**src/rtl/ddr_col_pkg.sv**
```systemverilog
package ddr_col_pkg;
  typedef enum logic [1:0] {
    BL_2  = 2'd0,
    BL_4  = 2'd1,
    BL_8  = 2'd2,
    BL_16 = 2'd3
  } bl_sel_e;

  typedef enum logic {
    ORD_SEQ = 1'b0,
    ORD_XOR = 1'b1
  } order_e;

  // log2 of the burst length selected by a code
  function automatic int bl_log(input bl_sel_e sel);
    return int'(sel) + 1;
  endfunction
endpackage

```
**src/rtl/ddr_col_ctrl.sv**
```systemverilog
module ddr_col_ctrl
  import ddr_col_pkg::*;
#(
  parameter int COL_W   = 9,
  parameter int LOG_MAX = 4
) (
  input  logic                 clk,
  input  logic                 rst,
  input  logic                 start_i,
  input  logic                 stop_i,
  input  logic [COL_W-1:0]     col_i,
  input  bl_sel_e              bl_i,
  input  order_e               ord_i,
  output logic                 emit_o,
  output logic                 final_o,
  output logic [COL_W-1:0]     base_o,
  output bl_sel_e              bl_o,
  output order_e               ord_o,
  output logic [LOG_MAX-2:0]   pair_o
);
  localparam int PAIR_W = LOG_MAX - 1;

  logic              busy_q;
  logic [PAIR_W-1:0] pair_q;
  logic [COL_W-1:0]  col_q;
  bl_sel_e           bl_q;
  order_e            ord_q;
  logic [PAIR_W-1:0] pair_last;

  // a start takes the live inputs; otherwise the captured burst settings
  always_comb begin
    base_o    = start_i ? col_i : col_q;
    bl_o      = start_i ? bl_i  : bl_q;
    ord_o     = start_i ? ord_i : ord_q;
    pair_o    = start_i ? '0    : pair_q;
    emit_o    = start_i | (busy_q & ~stop_i);
    pair_last = PAIR_W'((1 << int'(bl_o)) - 1);
    final_o   = (pair_o == pair_last);
  end

  always_ff @(posedge clk) begin
    if (rst) begin
      busy_q <= 1'b0;
      pair_q <= '0;
      col_q  <= '0;
      bl_q   <= BL_2;
      ord_q  <= ORD_SEQ;
    end else begin
      busy_q <= emit_o & ~final_o;
      if (emit_o) pair_q <= pair_o + 1'b1;
      if (start_i) begin
        col_q <= col_i;
        bl_q  <= bl_i;
        ord_q <= ord_i;
      end
    end
  end

  AST_BUSY_ADVANCED: assert property (@(posedge clk) disable iff (rst)
    busy_q |-> (pair_q != '0));
  AST_IDLE_AFTER_FINAL: assert property (@(posedge clk) disable iff (rst)
    (emit_o && final_o) |=> !busy_q);
endmodule

```
**src/rtl/ddr_col_lane.sv**
```systemverilog
module ddr_col_lane
  import ddr_col_pkg::*;
#(
  parameter int COL_W   = 9,
  parameter int LOG_MAX = 4,
  parameter int LANE    = 0
) (
  input  logic               clk,
  input  logic               rst,
  input  logic               load_i,
  input  logic [COL_W-1:0]   base_i,
  input  bl_sel_e            bl_i,
  input  order_e             ord_i,
  input  logic [LOG_MAX-2:0] pair_i,
  output logic [COL_W-1:0]   col_o
);
  localparam logic LANE_BIT = 1'(LANE);

  logic [LOG_MAX-1:0] beat;
  logic [LOG_MAX-1:0] low;
  logic [LOG_MAX-1:0] off;
  logic [COL_W-1:0]   mask;
  logic [COL_W-1:0]   nxt;

  always_comb begin
    beat = {pair_i, LANE_BIT};
    low  = base_i[LOG_MAX-1:0];
    for (int b = 0; b < COL_W; b++) mask[b] = (b < bl_log(bl_i));
    off  = (ord_i == ORD_XOR) ? (low ^ beat) : (low + beat);
    nxt  = (base_i & ~mask) | (COL_W'(off) & mask);
  end

  always_ff @(posedge clk) begin
    if (rst)         col_o <= '0;
    else if (load_i) col_o <= nxt;
  end
endmodule

```
**src/rtl/ddr_burst_col_seq.sv**
```systemverilog
module ddr_burst_col_seq
  import ddr_col_pkg::*;
#(
  parameter int COL_W   = 9,
  parameter int LOG_MAX = 4
) (
  input  logic             clk,
  input  logic             rst,
  input  logic             start,
  input  logic             stop,
  input  logic [COL_W-1:0] start_col,
  input  logic [1:0]       burst_len_sel,
  input  logic             interleave,
  output logic [COL_W-1:0] col_even,
  output logic [COL_W-1:0] col_odd,
  output logic             beat_valid,
  output logic             beat_last
);
  localparam int LANES = 2;

  logic               emit;
  logic               fin;
  logic [COL_W-1:0]   base;
  bl_sel_e            bl_cur;
  order_e             ord_cur;
  logic [LOG_MAX-2:0] pair;
  logic [COL_W-1:0]   lane_col [LANES];

  ddr_col_ctrl #(.COL_W(COL_W), .LOG_MAX(LOG_MAX)) i_ctrl (
    .clk     (clk),
    .rst     (rst),
    .start_i (start),
    .stop_i  (stop),
    .col_i   (start_col),
    .bl_i    (bl_sel_e'(burst_len_sel)),
    .ord_i   (order_e'(interleave)),
    .emit_o  (emit),
    .final_o (fin),
    .base_o  (base),
    .bl_o    (bl_cur),
    .ord_o   (ord_cur),
    .pair_o  (pair)
  );

  for (genvar gl = 0; gl < LANES; gl++) begin : g_lane
    ddr_col_lane #(.COL_W(COL_W), .LOG_MAX(LOG_MAX), .LANE(gl)) i_lane (
      .clk    (clk),
      .rst    (rst),
      .load_i (emit),
      .base_i (base),
      .bl_i   (bl_cur),
      .ord_i  (ord_cur),
      .pair_i (pair),
      .col_o  (lane_col[gl])
    );
  end

  assign col_even = lane_col[0];
  assign col_odd  = lane_col[1];

  always_ff @(posedge clk) begin
    if (rst) begin
      beat_valid <= 1'b0;
      beat_last  <= 1'b0;
    end else begin
      beat_valid <= emit;
      beat_last  <= emit & fin;
    end
  end

  AST_START_GIVES_PAIR: assert property (@(posedge clk) disable iff (rst)
    start |=> beat_valid);
  AST_STOP_DROPS: assert property (@(posedge clk) disable iff (rst)
    (stop && !start) |=> (!beat_valid && !beat_last));
  AST_LAST_NEEDS_VALID: assert property (@(posedge clk) disable iff (rst)
    beat_last |-> beat_valid);
  AST_IDLE_AFTER_LAST: assert property (@(posedge clk) disable iff (rst)
    (beat_last && !start) |=> !beat_valid);
  AST_UPPER_HELD: assert property (@(posedge clk) disable iff (rst)
    (beat_valid && !beat_last && !start && !stop) |=>
      (beat_valid && col_even[COL_W-1:LOG_MAX] == $past(col_even[COL_W-1:LOG_MAX])));
  AST_LANE_PARITY: assert property (@(posedge clk) disable iff (rst)
    beat_valid |-> (col_odd[0] != col_even[0]));
endmodule

```
**config.mk**
```make
export PLATFORM = sky130hd
export DESIGN_NAME = ddr_burst_col_seq
export DESIGN_NICKNAME = d
export VERILOG_FILES = /design/src/rtl/ddr_col_pkg.sv /design/src/rtl/ddr_col_ctrl.sv /design/src/rtl/ddr_col_lane.sv /design/src/rtl/ddr_burst_col_seq.sv
export SDC_FILE = /design/constraint.sdc
export NUM_CORES = 1
export LEC_CHECK = 0
export ABC_AREA = 1
export BUFFER_PORTS_ARGS = -buffer_cell sky130_fd_sc_hd__buf_2
export CAP_MARGIN = 25
export CORE_ASPECT_RATIO = 0.75
export CORE_MARGIN = 8
export CORE_UTILIZATION = 45
export DETAILED_ROUTE_END_ITERATION = 8
export GPL_ROUTABILITY_DRIVEN = 0
export PLACE_DENSITY = 0.69
export SLEW_MARGIN = 20
export SYNTH_ARGS = -nofsm -noshare
export SYNTH_HDL_FRONTEND = slang
export SYNTH_HIERARCHICAL = 1
export SYNTH_SLANG_ARGS = --single-unit
```
**constraint.sdc**
```tcl
create_clock -name clk -period 1.9 [get_ports clk]
set_input_delay 0.19 -clock clk [delete_from_list [all_inputs] [get_ports clk]]
set_output_delay 0.19 -clock clk [all_outputs]
set_load 0.005 [all_outputs]
```
# After elaboration in Yosys (flattened, before gate mapping)
# Index checks and enable logic that the tools add are counted.
[word_totals]
rom_bits = 0
n_memories = 0
out_inout_bits = 20
regBits = 36
latchBits = 0
ramBits = 0
[classes]
n_reduce_logical = 0
multipliers = 0
n_div = 0
n_addsub = 5
mux = 6
order_cmp = 9
eq_ne = 1
shift = 1
n_bitwise = 14
[ops]
columns = ["op", "count"]
rows = [
  ["less-than comparator 4 x 32 -> 1 bit, first input constant", 4],
  ["less-than comparator 3 x 32 -> 1 bit, first input constant", 2],
  ["less-than comparator 1 x 32 -> 1 bit, first input constant", 1],
  ["less-than comparator 2 x 32 -> 1 bit, first input constant", 1],
  ["less-than comparator 5 x 32 -> 1 bit, first input constant", 1],
  ["bitwise AND 4 x 9 -> 9 bit", 2],
  ["OR 9 bit", 2],
  ["bitwise AND 9 bit", 1],
  ["2-to-1 mux 9 bit", 1],
  ["inverter 9 bit", 1],
  ["adder 4 bit", 2],
  ["2-to-1 mux 4 bit", 2],
  ["XOR 4 bit", 2],
  ["adder 2 x 1 -> 3 bit, second input constant", 1],
  ["adder 3 x 1 -> 3 bit, second input constant", 1],
  ["bitwise AND 1 bit", 3],
  ["== test 3 bit", 1],
  ["2-to-1 mux 3 bit", 1],
  ["left shift 1 x 2 -> 3 bit, first input constant", 1],
  ["subtractor 3 x 2 -> 3 bit, second input constant", 1],
  ["2-to-1 mux 2 bit", 1],
  ["inverter 1 bit", 2],
  ["2-to-1 mux 1 bit", 1],
  ["OR 1 bit", 1],
]

# Depth between registers and ports, before layout
# Gate-level depths: netlist (run 1).
[logic_depth]
ltp_word = 6
depth_mapped = 14
ltp_nobuf = 13

# By module
# The synthesis (run 1) kept the hierarchy.
[modules_own_cells]
columns = ["mod", "cells_per_inst", "area_each_um2", "n_inst"]
rows = [
  ["ddr_col_ctrl", 111, 716.9, 1],
  ["ddr_col_lane (g_lane[1].i_lane)", 76, 539.3, 1],
  ["ddr_col_lane (g_lane[0].i_lane)", 69, 506.7, 1],
  ["ddr_burst_col_seq", 6, 57.6, 1],
]

# Worst setup path after synthesis (run 1)
# OpenSTA, ideal clock, no wires.
[synth_timing]
kind = "input to register"
from = "input start"
to = "register g_lane[0].i_lane.col_o[3]"
setup_slack_ps = 153
path_stages = 13
t_arrival_ps = 1638
cell_sequence = "inv_2 buf_2 nand2_1 nand2_1 ha_1 inv_1 fa_1 o21bai_1 nand3_1 nand2_1 nand3_1 nand2_1 inv_1"
[synth_lines]
columns = ["element", "line_no", "source"]
rows = [
  ["start: declaration", "ddr_burst_col_seq.sv:9", "input logic start,"],
  ["2-to-1 mux 9 bit", "-", ""],
  ["net base[1]", "ddr_burst_col_seq.sv:23", "logic [COL_W-1:0] base;"],
  ["adder 4 bit", "ddr_col_lane.sv:29", "off = (ord_i == ORD_XOR) ? (low ^ beat) : (low + beat);"],
  ["2-to-1 mux 4 bit", "ddr_col_lane.sv:29", ""],
  ["bitwise AND 4 x 9 -> 9 bit", "ddr_col_lane.sv:30", "nxt = (base_i & ~mask) | (COL_W'(off) & mask);"],
  ["OR 9 bit", "ddr_col_lane.sv:30", ""],
  ["end signal: assignment", "ddr_col_lane.sv:35", "else if (load_i) col_o <= nxt;"],
  ["end: declaration", "ddr_col_lane.sv:15", "output logic [COL_W-1:0] col_o"],
]
# The timed path passes the listed nets, and every way through them passes these cells.
# A chain may end at the register's enable or synchronous reset.

# Worst setup path after layout (run 1)
[layout_timing]
from = "register i_ctrl.pair_q[0]"
to = "register g_lane[0].i_lane.col_o[3]"
[layout_via]
elab_chain_len = 5
[layout_rtl]
columns = ["element", "line_no", "source"]
rows = [
  ["start: declaration", "ddr_col_ctrl.sv:24", "logic [PAIR_W-1:0] pair_q;"],
  ["start signal: assignment", "ddr_col_ctrl.sv:50", "if (emit_o) pair_q <= pair_o + 1'b1;"],
  ["2-to-1 mux 3 bit", "ddr_col_ctrl.sv:35", "pair_o = start_i ? '0 : pair_q;"],
  ["net pair[0]", "ddr_burst_col_seq.sv:26", "logic [LOG_MAX-2:0] pair;"],
  ["adder 4 bit", "ddr_col_lane.sv:29", ""],
  ["2-to-1 mux 4 bit", "ddr_col_lane.sv:29", ""],
  ["bitwise AND 4 x 9 -> 9 bit", "ddr_col_lane.sv:30", ""],
  ["OR 9 bit", "ddr_col_lane.sv:30", ""],
]
# The timed path passes the listed nets, and every way through them passes these cells.

==> flow_summary.ini, run 1 <==
[power_and_ir_drop]
total_power_mw = 1.811
power.leakage_nw = 1.200
ir_worst_vdd_mv = 0.4406
pwr_density_cell_nw_per_um2 = 816.3

[timing]
rsz0062_at_grt = no
setup-tns-final_ps = 0
setup_violations = 0
fmax_mhz = 584.1
worst_pin_slew_ps = 478.3
post-route-period-util_pct = 90.11
max-slew-margin-rel_pct = 68.12
hold_viol = 0
skew_ps = 5.833
maxSlewViolCount = 0
period_minus_slack_ps = 1712

[floorplan]
die_h_um = 71.09
pin_count = 36
start_util_pct = 45.75
fp-row-count = 20
chipWidth_um = 89.45
core_sq_um = 3979
die-area_sq_um = 6358

[detailed_routing]
vias = 1675
via_per_inst = 4.589
drc = 0
wl_um = 4260
routedWlPerCell_um = 11.67
detail-route-antenna-nets = 0
drtIter0Drc = 81
drtPass1Iterations = 4

[worst_setup_path]
crit_top_cell = inv_1
criticalPathCategory = flop to flop
cp_cell_sequence = inv_1, nor2_1, ha_1, inv_1, fa_1, o21bai_1, nand3_1, nand2_1, nand3_1, nand2_1, inv_1
crit_family = adder cells
critPathRequiredTime_ps = 2090
critPathBufInv = 3
arrival_ps = 1900
critPathLaunchType = flop
crit_fanout = 2
slowest_stage = fa_1
max_stage_delay_ps = 370
crit_path_end_kind = flop

[clocking]
cts_tree = built
cts_root_buffer = clkbuf_8
cts_setup_buffers = 0
cts_resized = 0
clk-insertion-delay-late_ps = 290
cts.path.max_buffers = 2
h-tree-depth = 2
clk_pin_slew_ps = 70
clkSinkCount = 36
cts_hold_repair.buffers = 0
cts_buffers = 5

[placed_design]
hpwl_um = 3255
place.port_buffers = 35

[finish]
multi_input_area_sq_um = 913.4
fillerInstances = 379
nNetsFinal = 338
drive_above_1_share_pct = 19.03
seq_area_sq_um = 720.7
diodes = 0
area_growth_pct = 21.86

[yosys]
ys_ff_latch = 36
dominantRegCellSynth = dfxtp_1
ys_top_cells_by_area = dfxtp_1 40%, nand2_1 14%, inv_1 8.2%, ha_1 7.6%, nor2_1 7.0%
avgSynthCellArea_sq_um = 6.948
syn-num-nets = 291
synth_common_cells = 67 x nand2_1, 40 x inv_1, 36 x dfxtp_1, 34 x nor2_1, 20 x o21ai_0
syn_area_sq_um = 1820
yosysMostFrequentCell = nand2_1
async_flop_share_pct = 0
ys_types = 22
ys_seq_area_share_pct = 39.59
synth_top_cell_by_area = dfxtp_1
synth_edf_count = 0
netlist.area_leader.share_pct = 39.59
synth_warnings = 6
syn_inst = 262

[global_routing]
grt_usage_pct = 14.09
overflow = 0
grt_max_degree = 24
antenna_found_initial = 0
grt_pass1_wl_um = 6996
first_global_vias = 1503

[status]
status = finished clean

[run]
maxCapViolations = 0

[min_path]
hold_path.class = input pin to flop
[layout by cell type, fill, tap and decap left out, drive strengths merged]
cell / synthesis / routed
nand2: 69 / 69
buf: 4 / 45
inv: 42 / 42
nor2: 37 / 37
dfxtp: 36 / 36
o21ai: 21 / 21
a21oi: 19 / 19
ha: 11 / 11
nand3: 9 / 9
clkbuf: 1 / 6
a21boi: 3 / 3
o211ai: 3 / 3
nand4: 2 / 2
fa: 2 / 2
clkinv: 0 / 1
bufinv: 0 / 1
o21bai: 1 / 1
xor2: 1 / 1
a31oi: 1 / 1
[cells by family (layout without fill, tap and decap cells)]
group	count (synthesis)	in the layout	share of synthesized area, %
AND/OR/NAND/NOR	117	117	25.70
AO/OA/AOI/OAI	48	48	14.23
buffers and inverters	47	95	10.24
flip-flops	36	36	39.59
adder cells (fa/ha/maj)	13	13	9.759
XOR/XNOR	1	1	0.4812
[report_power, final]
group	switching, mW	total, mW	internal [mW]
sequential	0.0207	0.830	0.809
clock	0.266	0.656	0.389
combinational	0.196	0.325	0.129
total	0.483	1.81	1.33
[through the flow]
| stage | setup WS (ps) | instance area, sq um | util [%] | hold WS, ps | std cells |
|---|---|---|---|---|---|
| finish | 187.8 | 2218 | 55.75 | 172.9 | 365 |
| global route | 14.98 | 2218 | 55.75 | 171.9 | 365 |
| CTS | 212.4 | 2218 | 55.75 | 161.3 | 365 |
| detailed placement | 100.2 | 2111 | 53.05 | 459.9 | 357 |
| global placement | 138.9 | 2111 | 53.05 | 455.0 | 357 |
| floorplan | 152.9 | 1821 | - | 256.9 | 262 |
[area by class of cell]
type	count	area share [%]
Clock buffer	6	3.271
Sequential cell	36	32.49
Clock inverter	2	1.579
Multi-Input combinational cell	179	41.17
Inverter	42	7.107
Timing Repair Buffer	45	11.28
Tap cell	55	3.102
[metal layers]
metal  share of wire, %  vias up  GRT usage (%)
met2                 40       43          19.36
met3                7.1        4          4.514
met1                 52      719          19.96
met5                  0        -              0
met4               0.77        0          4.412
li1                   -      909              -
[sequential cells by signal, indices dropped and copies added, names as in the netlist]
signal and flops:
beat_last 1, i_ctrl/bl_q 2, i_ctrl/ord_q 1, g_lane.i_lane/col_o 18, i_ctrl/pair_q 3, i_ctrl/busy_q 1, beat_valid 1, i_ctrl/col_q 9
[tightest hold or removal path, stage by stage]
cell and delay [ps]:
buf_2 90, nand2_1 60, a21oi_1 60
[path summary, 6_finish.rpt]
check	start	end	slack, ps	cells past startpoint
max	i_ctrl/pair_q[0]$_SDFFE_PP0P_	g_lane[0].i_lane/col_o[3]$_SDFFE_PP0P_	190	11
min	start_col[0]	i_ctrl/col_q[0]$_SDFF_PP0_	170	3
max reg2reg	i_ctrl/pair_q[0]$_SDFFE_PP0P_	g_lane[0].i_lane/col_o[3]$_SDFFE_PP0P_	190	11
min reg2reg	i_ctrl/col_q[1]$_SDFF_PP0_	i_ctrl/col_q[1]$_SDFF_PP0_	470	2
No activity file was read; power rests on OpenSTA's default activity.
==> run 2: changes to the inputs <==
PLACE_DENSITY = 0.7   (was 0.69)
SYNTH_HIERARCHICAL = not set   (was 1)
==> run 2 against run 1 <==
- setup slack better by 82 ps
- via count is 25% lower
- non-clock buffer count is 5 lower
- critical path depth is 3 lower
- synthesized cell count is 29% lower
- worst hold slack better by 4.6 ps
- clock power is 14% lower
- die area is 13% lower
- clock skew is 2.8 ps lower
- flip-flop and latch count is 5 lower
- combinational power is 16% lower
- critical path type unchanged
==> flow_summary.ini, run 2 <==
[yosys]
avgSynthCellArea_sq_um = 8.231
syn-num-nets = 206
syn_area_sq_um = 1523
netlist.area_leader.share_pct = 40.76
ys_seq_area_share_pct = 40.76
yosysMostFrequentCell = dfxtp_1
ys_top_cells_by_area = dfxtp_1 41%, nand2_1 6.9%, nor2_1 4.4%, a21oi_1 4.3%, o21ai_0 4.3%
synth_warnings = 0
async_flop_share_pct = 0
dominantRegCellSynth = dfxtp_1
synth_common_cells = 31 x dfxtp_1, 28 x nand2_1, 18 x nor2_1, 17 x inv_1
syn_inst = 185
ys_types = 36
synth_top_cell_by_area = dfxtp_1
ys_ff_latch = 31
synth_edf_count = 0

[worst_setup_path]
r2r_end = g_lane[1].i_lane.col_o[3]$_SDFFE_PP0P_
r2r_start = i_ctrl.col_q[1]$_SDFF_PP0_
crit_path_end_kind = flop
critPathRequiredTime_ps = 2110
r2r_cells = 8
crit_fanout = 2
criticalPathCategory = flop to flop
critPathLaunchType = flop
arrival_ps = 1840
reg2reg_slack_ps = 270

[clocking]
cts_setup_buffers = 0
cts_resized = 0
cts_root_buffer = clkbuf_8
clk_pin_slew_ps = 60
cts_buffers = 5
cts_hold_repair.buffers = 0
clk-insertion-delay-late_ps = 280
cts_tree = built
cts.path.max_buffers = 2
clkSinkCount = 31
h-tree-depth = 2

[power_and_ir_drop]
ir_worst_vdd_mv = 0.5122
pwr_density_cell_nw_per_um2 = 856.3
power.leakage_nw = 0.9013

[timing]
maxSlewViolCount = 0
skew_ps = 3.025
rsz0062_at_grt = no
worst_pin_slew_ps = 393.8
timing.hold.ws_ps = 177.6
period_minus_slack_ps = 1630
max-slew-margin-rel_pct = 73.72
setup-tns-final_ps = 0
layout_setup_ws_ps = 270.0
fmax_mhz = 613.5
post-route-period-util_pct = 85.79
hold_viol = 0
setup_violations = 0

[min_path]
hold_path.class = input pin to flop
holdPathStages = 3
holdPathEnd = i_ctrl.col_q[5]$_SDFF_PP0_
hold_start = start_col[5]

[floorplan]
fp-row-count = 18
chipWidth_um = 83.17
die-area_sq_um = 5520
pin_count = 36
core_sq_um = 3266
die_h_um = 66.38
start_util_pct = 46.63

[detailed_routing]
vias = 1262
drtPass1Iterations = 4
via_per_inst = 4.817
routedWlPerCell_um = 12.17
wl_um = 3189
drtIter0Drc = 51
drc = 0
detail-route-antenna-nets = 0

[finish]
final_common_cell = buf_2
nNetsFinal = 242
reg.largest.list = g_lane.i_lane.col_o x13, i_ctrl.col_q x9, i_ctrl.pair_q x3
diodes = 0
final_cell_mix = 35 x buf_2, 31 x dfxtp_1, 28 x nand2_1
top_register = g_lane.i_lane.col_o
area_growth_pct = 18.98
drive_above_1_share_pct = 31.98
largest_reg_flops = 13

[global_routing]
overflow = 0
grt_usage_pct = 11.96
first_global_vias = 1182
antenna_found_initial = 0
grt_pass1_wl_um = 5333
grt_max_degree = 22

[placed_design]
hpwl_um = 2381
place.port_buffers = 35
pre_cts_slack_ps = 45.53

[run]
maxCapViolations = 0

[status]
status = finished clean
[run 2: cell families (layout without fill, tap and decap cells)]
kind of cell,after synthesis,in the layout,share of synthesized area (%)
compound gates,39,39,15.28
simple gates,68,68,22.35
xor+xnor,3,3,1.726
fa+ha+maj,5,5,5.095
flops,31,31,40.76
buf+inv,34,71,11.50
mux,5,5,3.287
[run 2: worst max-delay path: stages, from the launching register on]
cell	delay [ps]
dfxtp_1	300
o21a_1	180
ha_1	210
fa_1	380
inv_1	70
nor2_1	60
a21oi_2	170
nand3_1	80
a21oi_1	120
[run 2: how the worst max path moves through the flow]
stage	cells past startpoint	slack, ps	endpoint	startpoint
finish	8	270	g_lane[1].i_lane.col_o[3]$_SDFFE_PP0P_	i_ctrl.col_q[1]$_SDFF_PP0_
detailed placement	11	50	g_lane[1].i_lane.col_o[3]$_SDFFE_PP0P_	start
CTS	8	260	g_lane[1].i_lane.col_o[3]$_SDFFE_PP0P_	i_ctrl.col_q[1]$_SDFF_PP0_
global route	8	130	g_lane[0].i_lane.col_o[3]$_SDFFE_PP0P_	i_ctrl.col_q[1]$_SDFF_PP0_
floorplan	11	90	g_lane[1].i_lane.col_o[3]$_SDFFE_PP0P_	start
global placement	11	90	g_lane[1].i_lane.col_o[3]$_SDFFE_PP0P_	start
[run 2: final cells by class]
type                            instances  area, sq um
Fill cell                             296         1454
Multi-Input combinational cell        120        726.9
Sequential cell                        31        620.6
Timing Repair Buffer                   40        225.2
Clock buffer                            8        100.1
Inverter                               23        88.84
Tap cell                               40        50.05
[run 2: where the power goes]
group,leakage (nW),internal [mW],switching [mW]
Sequential,0.257,0.698,0.0190
Clock,0.0515,0.330,0.231
Combinational,0.593,0.114,0.160
Total,0.901,1.14,0.409
[run 2: layer usage]
| metal | part of all wire (%) | GRT usage (%) |
|---|---|---|
| met3 | 6.2 | 4.064 |
| met1 | 49 | 14.93 |
| met5 | 0 | 0 |
| met2 | 43 | 18.01 |
| met4 | 1.3 | 6.114 |
[run 2: metrics by stage]
stage | area (sq um) | power, mW | util, % | cells
floorplan | 1523 | 0.9261 | - | 185
global placement | 1712 | 1.005 | 52.41 | 254
detailed placement | 1712 | 1.006 | 52.41 | 254
CTS | 1812 | 1.575 | 55.48 | 262
global route | 1812 | 1.639 | 55.48 | 262
finish | 1812 | 1.551 | 55.48 | 262
==> run 3: changes to the inputs <==
PLACE_DENSITY = 0.73   (was 0.7)
clock period = 1.4 ns   (was 1.9 ns; I/O delays follow)
==> run 3 against run 2 <==
- the flow now finishes with violations (setup timing)
- worst hold slack got worse by 63 ps
- largest power group unchanged
- wire length is 9.8% higher
- highest routed layer unchanged
- clock-buffer cell count fell by 1
- sequential power grew 36%
- critical path type unchanged
- total power is 33% higher
- global-route usage grew 1.5 points
==> flow_summary.ini, run 3 (synthesis results as in run 2) <==
[power_and_ir_drop]
ir_worst_vdd_mv = 0.5750
power.leakage_nw = 0.9454
internal_power_mw = 1.481
total_power_mw = 2.061
power_switching_share_pct = 28.16
p_comb_share_pct = 20.5
seqPwrFrac_pct = 47.3
pwr-share-clk_pct = 32.3
power.net_switching_mw = 0.5803
pwr_density_cell_nw_per_um2 = 1079

[floorplan]
core_sq_um = 3266
fp-row-count = 18
die_h_um = 66.38
die-area_sq_um = 5520
pin_count = 36
chipWidth_um = 83.17
start_util_pct = 46.63

[timing]
worst_pin_slew_ps = 402.4
maxSlewViolCount = 0
layout_setup_ws_ps = -205.1
max-slew-margin-rel_pct = 73.15
fmax_mhz = 623.0
hold_viol = 0
rsz0062_at_grt = yes
setup_violations = 5
post-route-period-util_pct = 114.7
period_minus_slack_ps = 1605
skew_ps = 2.638

[clocking]
clkSinkCount = 31
clk_pin_slew_ps = 60
clk-insertion-delay-late_ps = 280
cts_tree = built
cts.path.max_buffers = 2
h-tree-depth = 2
cts_root_buffer = clkbuf_8
cts_buffers = 5
cts_hold_repair.buffers = 0

[finish]
drive_above_1_share_pct = 38.63
post-route-util_pct = 58.47
nNetsFinal = 253
top_register = g_lane.i_lane.col_o
final_cell_mix = 35 x buf_2, 30 x dfxtp_1, 28 x nand2_1
area_growth_pct = 25.39
diodes = 0
reg.largest.list = g_lane.i_lane.col_o x13, i_ctrl.col_q x9, i_ctrl.pair_q x3
largest_reg_flops = 13
final_common_cell = buf_2

[placed_design]
place.port_buffers = 35
hpwl_um = 2567

[worst_setup_path]
crit_path_start = i_ctrl.col_q[1]$_SDFF_PP0_
r2r_cells = 6
r2r_start = i_ctrl.col_q[1]$_SDFF_PP0_
criticalPathCategory = flop to flop
crit_fanout = 2
critPathRequiredTime_ps = 1610
arrival_ps = 1820
critPathLaunchType = flop
crit_path_end_kind = flop

[detailed_routing]
drtPass1Iterations = 4
detail-route-antenna-nets = 0
routedWlPerCell_um = 12.82
drc = 0
wl_um = 3501
vias = 1285
via_per_inst = 4.707
drtIter0Drc = 108

[min_path]
holdPathStages = 3
hold_path.class = input pin to flop
hold_start = start_col[4]

[global_routing]
grt_pass1_wl_um = 5961
first_global_vias = 1288
grt_usage_pct = 13.43
overflow = 0
antenna_found_initial = 0
grt_max_degree = 20

[run]
maxCapViolations = 0

[status]
status = finished with violations
violations = setup timing
run 3: changes by cell type in the layout (fill, tap and decap cells not counted), sizes merged:
cell / previous run / this run
buf: 40 / 51
clkbuf: 8 / 7
clkinv: 0 / 1
run 3: layout make-up:
class	instances	area [sq um]
fillers	297	1356
multi-input cells	120	767.0
flip-flops and latches	31	621.8
repair buffers	51	295.3
inverters	23	93.84
clock buffers	7	76.32
well taps	40	50.05
clock inverters	1	5.005
run 3: metal layers:
layer | GRT usage, % | wire length [um] | share of wire (%) | vias to the layer above
met5 | 0 | 0 | 0 | -
met4 | 6.550 | 65 | 1.9 | 0
met3 | 4.926 | 161 | 4.6 | 8
met2 | 20.81 | 1486 | 42 | 21
met1 | 16.24 | 1789 | 51 | 576
li1 | - | - | - | 680
run 3: per-stage QoR:
step,area [sq um],setup WS (ps),TNS [ps],hold slack (ps),std cells
2_1_floorplan,1556,-263.8,-934.2,209.1,185
3_3_place_gp,1799,-352.6,-2223,406.6,264
3_5_place_dp,1799,-373.4,-2452,408.9,264
4_1_cts,1881,-173.7,-656.7,115.5,272
5_1_grt,1909,-259.3,-1076,144.4,273
6_report,1909,-205.1,-697.0,114.6,273
run 3: worst paths after layout:
path                                                 end  slack (ps)
setup / recovery  g_lane[0].i_lane.col_o[2]$_SDFFE_PP0P_        -210
hold / removal                i_ctrl.col_q[4]$_SDFF_PP0_         110
setup reg to reg  g_lane[0].i_lane.col_o[2]$_SDFFE_PP0P_        -210
hold reg to reg   g_lane[0].i_lane.col_o[0]$_SDFFE_PP0P_         470
run 3: critical path: stages, from the launching register on:
cell and delay [ps]:
dfxtp_2 310, o21a_4 200, ha_4 150, fa_2 520, o21ai_1 60, o21bai_1 150
a21oi_1 140
run 3: power groups by stage:
stage,Sequential [mW],Clock [mW],Combinational (mW)
detailed placement,0.993,0,0.412
floorplan,0.995,0,0.275
global route,0.984,0.711,0.475
finish,0.974,0.665,0.421
global placement,0.992,0,0.410
CTS,0.974,0.678,0.417
run 3: timing repair:
action | in CTS | in global routing
pin swaps | 1 | 8
endpoints found under the setup margin | 5 | 6
resized for setup | 0 | 7
buffers inserted | 0 | 1
